[src/rtl/pt2_walker.sv]
module pt2_walker #(
  parameter int VA_W     = 32,
  parameter int PG_SHIFT = 13,
  parameter int IDX_W    = 11
) (
  input  logic            clk,
  input  logic            rst_n,
  input  logic            base_wr,
  input  logic [VA_W-1:0] base_wdata,
  output logic [VA_W-1:0] tbl_base,
  input  logic            req_valid,
  input  logic [VA_W-1:0] req_va,
  output logic            busy,
  output logic            mem_req_valid,
  output logic [VA_W-1:0] mem_req_addr,
  input  logic            mem_req_ready,
  input  logic            mem_rsp_valid,
  input  logic [VA_W-1:0] mem_rsp_data,
  output logic            done,
  output logic            done_ok,
  output logic [VA_W-1:0] done_pte
);
  localparam int HI_W  = VA_W - PG_SHIFT - IDX_W;
  localparam int PAD_W = VA_W - IDX_W - 2;

  typedef enum logic [2:0] {S_IDLE, S_RQ1, S_WT1, S_RQ2, S_WT2} st_t;

  st_t             st;
  logic [VA_W-1:0] base_q, addr_q, pte_q;
  logic [IDX_W-1:0] va_lo_q;
  logic            done_q, ok_q;

  logic [IDX_W-1:0] idx1, idx2;
  logic [VA_W-1:0]  off1, off2, next_tbl;
  logic             take;

  assign idx1     = {{(IDX_W-HI_W){1'b0}}, req_va[VA_W-1 -: HI_W]};
  assign idx2     = va_lo_q;
  assign off1     = {{PAD_W{1'b0}}, idx1, 2'b00};
  assign off2     = {{PAD_W{1'b0}}, idx2, 2'b00};
  assign next_tbl = {mem_rsp_data[VA_W-1:PG_SHIFT], {PG_SHIFT{1'b0}}};
  assign take     = (st == S_IDLE) && req_valid;

  assign tbl_base      = base_q;
  assign busy          = (st != S_IDLE);
  assign mem_req_valid = (st == S_RQ1) || (st == S_RQ2);
  assign mem_req_addr  = addr_q;
  assign done          = done_q;
  assign done_ok       = ok_q;
  assign done_pte      = pte_q;

  always_ff @(posedge clk or negedge rst_n) begin
    if (!rst_n) begin
      base_q <= '0;
    end else if (base_wr) begin
      base_q <= {base_wdata[VA_W-1:PG_SHIFT], {PG_SHIFT{1'b0}}};
    end
  end

  always_ff @(posedge clk or negedge rst_n) begin
    if (!rst_n) begin
      st      <= S_IDLE;
      addr_q  <= '0;
      va_lo_q <= '0;
      done_q  <= 1'b0;
      ok_q    <= 1'b0;
      pte_q   <= '0;
    end else begin
      done_q <= 1'b0;
      case (st)
        S_IDLE: if (take) begin
          addr_q  <= base_q + off1;
          va_lo_q <= req_va[PG_SHIFT +: IDX_W];
          st      <= S_RQ1;
        end
        S_RQ1: if (mem_req_ready) st <= S_WT1;
        S_WT1: if (mem_rsp_valid) begin
          if (mem_rsp_data[0]) begin
            addr_q <= next_tbl + off2;
            st     <= S_RQ2;
          end else begin
            done_q <= 1'b1;
            ok_q   <= mem_rsp_data[1];
            pte_q  <= mem_rsp_data[1] ? mem_rsp_data : '0;
            st     <= S_IDLE;
          end
        end
        S_RQ2: if (mem_req_ready) st <= S_WT2;
        S_WT2: if (mem_rsp_valid) begin
          done_q <= 1'b1;
          ok_q   <= mem_rsp_data[1];
          pte_q  <= mem_rsp_data[1] ? mem_rsp_data : '0;
          st     <= S_IDLE;
        end
        default: st <= S_IDLE;
      endcase
    end
  end

  a_r1_base_aligned: assert property (@(posedge clk) disable iff (!rst_n)
    base_wr |=> tbl_base[PG_SHIFT-1:0] == '0);
  a_r2_read_while_busy: assert property (@(posedge clk) disable iff (!rst_n)
    mem_req_valid |-> busy);
  a_r9_req_hold: assert property (@(posedge clk) disable iff (!rst_n)
    mem_req_valid && !mem_req_ready |=> mem_req_valid && $stable(mem_req_addr));
  a_r8_single_pulse: assert property (@(posedge clk) disable iff (!rst_n)
    done |=> !done);
  a_r8_idle_on_done: assert property (@(posedge clk) disable iff (!rst_n)
    done |-> !busy);
  a_r7_leaf_bit: assert property (@(posedge clk) disable iff (!rst_n)
    done && done_ok |-> done_pte[1]);
  a_r6_invalid_zero: assert property (@(posedge clk) disable iff (!rst_n)
    done && !done_ok |-> done_pte == '0);
endmodule

[config.mk]
export PLATFORM = sky130hd
export DESIGN_NAME = pt2_walker
export DESIGN_NICKNAME = d
export VERILOG_FILES = /design/src/rtl/pt2_walker.sv
export SDC_FILE = /design/constraint.sdc
export NUM_CORES = 1
export LEC_CHECK = 0
export ABC_AREA = 1
export ABC_CLOCK_PERIOD_IN_PS = 1400
export BUFFER_PORTS_ARGS = -buffer_cell sky130_fd_sc_hd__buf_4
export CORE_MARGIN = 3
export CORE_UTILIZATION = 33
export DETAILED_ROUTE_END_ITERATION = 6
export HOLD_SLACK_MARGIN = 0.08
export PLACE_DENSITY = 0.73
export RECOVER_POWER = 100
export SLEW_MARGIN = 0
export SYNTH_ARGS = -nofsm -noshare
export SYNTH_HDL_FRONTEND = slang
export SYNTH_SLANG_ARGS = --single-unit
[constraint.sdc]
create_clock -name clk -period 1.4 [get_ports clk]
set_clock_uncertainty 0.1 [all_clocks]
set_input_delay 0.07 -clock clk [delete_from_list [all_inputs] [get_ports clk]]
set_output_delay 0.07 -clock clk [all_outputs]
set_load 0.01 [all_outputs]
Word-level counts from Yosys, hierarchy flattened
Index checks and enable logic that the tools add are counted.

word-level totals
  flip-flop bits (word level) = 99
  input port bits = 102

operators by class
  add/sub/neg operators = 2
  eq/ne operators = 11
  mux-type cells = 25
  reduce and logical (&&, ||, !) cells = 10

operator list
  operator            number
  $mux 32             8
  $pmux 32 s2         2
  $add 32x10->32      1
  $add 32x13->32      1
  $mux 3              5
  $pmux 3 s5          1
  $ne 2x2->1 const B  7
  $reduce_and 4->1    2
  $eq 3x2->1 const B  2
  $mux 1              6
  $reduce_and 5->1    1
  $pmux 1 s2          2
  $reduce_bool 2->1   2
  $eq 3x1->1 const B  1
  $eq 3x3->1 const B  1
  $logic_not 3->1     1
  $reduce_bool 3->1   1
  $mux 2              1
  $reduce_and 2->1    1
  $logic_and 1x1->1   1
  $logic_or 1x1->1    1

Longest topological paths before layout
  word-level depth = 4
  mapped depth = 9

Least setup slack after synthesis
OpenSTA, ideal clock, no wires.

  path type = flip-flop to flip-flop
  start = register st[0]
  end = register addr_q[22] (netlist: mem_req_addr[22])
  library setup time = 116 ps
  data arrival time = 1162 ps
  path slack = 22 ps
  cell stages (with the launch flop) = 9
  buffers on the path = 2
  period minus slack after synthesis = 1378 ps
  cells stage by stage = dfrtp_1 > nor2_4 > nand2_2 > inv_4 > buf_6 > buf_4 > o21ai_1 > nand2_1 > nand2_1

on the way
  cells in the longest elaborated chain, start to end = 4
  elaborated cells between the ends (all ways) = 9
  those cells by class = 4 x eq/ne; 1 x mux; 4 x reduce/logical

RTL lines
  item                        RTL line  text
  start: declaration          28        st_t st;
  start signal: assignment    62        st <= S_IDLE;
  start signal: assignment    74        st <= S_RQ1;
  start signal: assignment    76        S_RQ1: if (mem_req_ready) st <= S_WT1;
  $logic_not 3->1             42, 70
  $logic_and 1x1->1           42        assign take = (st == S_IDLE) && req_valid;
  $ne 2x2->1 (no line)        --
  $reduce_and 4->1 (no line)  --
  end signal: assignment      72        addr_q <= base_q + off1;
  end signal: assignment      79        addr_q <= next_tbl + off2;
  end: declaration            29        logic [VA_W-1:0] base_q, addr_q, pte_q;

Several ways; a longest one is shown, not always the timed one.
A chain may end at the register's enable or synchronous reset.

Final worst setup path
  start = register st[2]
  end = output busy

on the way
  cells in the longest elaborated chain, start to end = 1

RTL lines
  item               RTL line  text
  $reduce_bool 3->1  45        assign busy = (st != S_IDLE);
  end: declaration   13        output logic busy,

Every way passes these cells.

==> impl_metrics.py <==
metrics = {
    "route": {
        "final_antenna_net_count": 0,
        "drt-vias-per-instance": 4.462,
        "drt-total-wl_um": 15080,
        "route.detailed.drc": 0,
        "drtIter0Drc": 245,
        "routedWlPerCell_um": 14.92,
        "drt_pass1_iterations": 4,
        "dr_total_vias": 4511,
    },
    "setup_path": {
        "path_cells": "nor2_4, buf_12, buf_6, nand2_2, buf_6",
        "critical_path_arrival_ps": 1310,
        "crit_fanout": 4,
        "r2r_slack_ps": -70,
        "slowest_delay_ps": 420,
        "critPathCaptureType": "output port",
        "timing.critical_path.from_type": "flip-flop",
        "critPathKind": "reg2out",
        "startpoint": "st[2]",
        "worst_ep_required_time_ps": 1230,
        "r2r_start": "st[2]",
        "critical_path.most_common_cell": "buf_6",
        "critical-path-slowest-cell": "dfrtp_1",
    },
    "floorplanning": {
        "floorplan.die.width_um": 122.8,
        "start_util": 0.3387,
        "ios": 202,
        "rows": 42,
        "fp.coreArea_sq_um": 13300,
        "die-height_um": 122.8,
        "dieArea_sq_um": 15080,
    },
    "yosys": {
        "yosys.cell_types.count": 25,
        "postSynth.asyncResetShare": 1.000,
        "yosys.area.top_type_share": 0.5335,
        "synth.yosys.warnings": 0,
        "ys.flop_type": "dfrtp_1",
        "syn-instance-count": 574,
        "synth.yosys.seq_area_share": 0.5335,
        "synth-edff-count": 0,
        "synthTopCellsByArea": "dfrtp_1 53%, nand2_1 20%, inv_1 5.5%",
        "synth_top_cell_by_area": "dfrtp_1",
        "netlist_area_sq_um": 4503,
        "synthesis.area_per_instance_sq_um": 7.845,
        "postSynthRegisterBits": 96,
    },
    "pwr": {
        "power.sequential.fraction": 0.344,
        "power.density_nw_per_um2": 1829,
        "net-switching-power_mw": 5.056,
        "comb_power_share": 0.447,
        "power.share.switching": 0.3906,
        "pwr-share-clk": 0.209,
        "power_mw": 12.94,
        "irDropWorstVdd_mv": 0.7205,
        "total_leakage_power_nw": 3.727,
        "p_int_mw": 7.887,
    },
    "sta": {
        "fin_tns_setup_ps": -2045,
        "fin_crit_ps": 1482,
        "fmax_ghz": 0.6748,
        "setup_slack_ps": -81.97,
        "max-slew-margin-rel": 0.4131,
        "report.final.hold_viol_count": 0,
        "post-route-period-util": 1.059,
        "worst_slew_pin_slew_ps": 880.4,
        "timing.final.max_slew_violations": 0,
        "report.final.setup_viol": 68,
        "rsz0062_at_grt": "yes",
    },
    "clock_network": {
        "clkSlewWorstSetupHoldPaths_ps": 70,
        "cts.sink_count": 96,
        "htreeDepth": 3,
        "clock_latency_ps": 350,
        "cts-root-to-sink-buffers": 2,
        "cts-buffers-inserted": 9,
        "clock_tree.root_cell": "clkbuf_16",
        "tritoncts": "done",
    },
    "cells_and_area": {
        "final_layout_size_suffix_gt1_frac": 0.1775,
        "leading_cell_types_in_the_layout_fill_and_taps_excluded": "233 x nand2_1, 94 x dfrtp_1, 93 x dlygate4sd3_1, 84 x clkbuf_1, 66 x inv_1",
        "most_common_cell_after_layout_fill_and_taps_aside": "nand2_1",
        "multi_input_area_sq_um": 1678,
        "seqCellArea_sq_um": 2405,
        "num-fill-cells": 1248,
        "area_delta_synth_final_pct": 57.13,
        "finish.net_count": 931,
    },
    "placed_design": {
        "io_buffer_count": 160,
        "detailed_place_hpwl_um": 8932,
        "final_weighted_congestion_of_routability_driven_global_placement": 0.8139,
    },
    "hold_path": {
        "min_path_type": "in2reg",
        "hold_path.startpoint": "req_valid",
    },
    "outcome": {
        "violations": "negative setup slack",
        "status": "finished, violations left",
    },
    "global_routing": {
        "wire_length_of_the_first_global_routing_pass_um": 23050,
        "first_global_vias": 4548,
        "antenna_found_initial": 0,
        "grt_max_degree": 97,
        "grt_use_total": 0.1988,
        "grt_remaining_overflow": 0,
    },
    "job": {
        "cap_violations": 0,
    },
}
[stage by stage]
step                utilization  cells  hold WS, ps  instance area [sq um]  worst slack (ps)
floorplan                     -    588       -325.6                   4556             21.89
global placement         0.4460    896        71.11                   5929            -57.69
detailed placement       0.4460    896        74.05                   5929            -98.90
CTS                      0.5424   1006        116.4                   7212            -70.94
global route             0.5320   1010        150.2                   7073            -146.5
finish                   0.5322   1011        132.6                   7076            -81.97
[logic make-up (layout without fill, tap and decap cells)]
logic type,after synthesis,after routing,share of synthesized area
AOI/OAI and AO/OA,60,60,0.06752
buffers and inverters,115,361,0.1264
DFF,96,96,0.5335
other,1,16,0.0008328
and+or+nand+nor,302,302,0.2717
[final cells by class]
type / instances / area share
Antenna cell: 1 / 0.0003537
Clock buffer: 11 / 0.03431
Clock inverter: 5 / 0.01114
Inverter: 69 / 0.03731
Multi-Input combinational cell: 377 / 0.2371
Sequential cell: 96 / 0.3399
Tap cell: 176 / 0.03112
Timing Repair Buffer: 276 / 0.3088
[power groups by stage]
stage | combinational, mW | clock, mW | sequential (mW)
detailed placement | 5.69 | 0 | 4.48
global route | 6.39 | 2.87 | 4.57
finish | 5.78 | 2.71 | 4.45
CTS | 5.95 | 2.77 | 4.44
global placement | 5.58 | 0 | 4.44
floorplan | 2.65 | 0 | 4.80
[flip-flops by register name, indices dropped and copies added (netlist names)]
name          cells
done              1
tbl_base         19
mem_req_addr     30
idx2             11
st                3
done_pte         32
[synth_stat cells (5+ instances only)]
cell,count
inv_1,66
o21ai_0,37
nand2_1,240
buf_4,23
buf_2,8
o21ai_1,11
nand3_1,36
dfrtp_1,96
buf_6,5
clkbuf_1,9
nor2_1,17
a21oi_1,11
[final timing paths]
kind                                    end  cells after the start
setup reg to reg           mem_req_addr[26]                      8
hold reg to reg            mem_req_addr[10]                      2
setup / recovery                       busy                      5
max in group asynchronous             st[1]                      3
min in group asynchronous      tbl_base[27]                      3
hold / removal                      idx2[0]                      4
[routing by layer]
| layer | global-route usage | share of wire | vias to the layer above | wire length (um) |
|---|---|---|---|---|
| met1 | 0.2331 | 0.39 | 2080 | 5932 |
| met5 | 0 | 0 | - | 0 |
| met2 | 0.3259 | 0.50 | 156 | 7467 |
| met3 | 0.04424 | 0.057 | 49 | 854 |
| li1 | - | - | 2226 | - |
| met4 | 0.1316 | 0.055 | 0 | 825 |
[worst max-delay path: cells and delay by family (launching register included)]
kind                   cells  cell delay [ps]
buffers and inverters      3              340
flip-flops                 1              420
AND/OR/NAND/NOR            2              200
[repair_timing]
item,CTS,global route
cloned,0,2
hold endpoints to repair,187,0
gates resized for setup,7,32
pin swaps,1,2
setup endpoints to repair,69,80
buffers inserted,0,2
hold buffers,94,0
(Power assumes the default switching activity.)
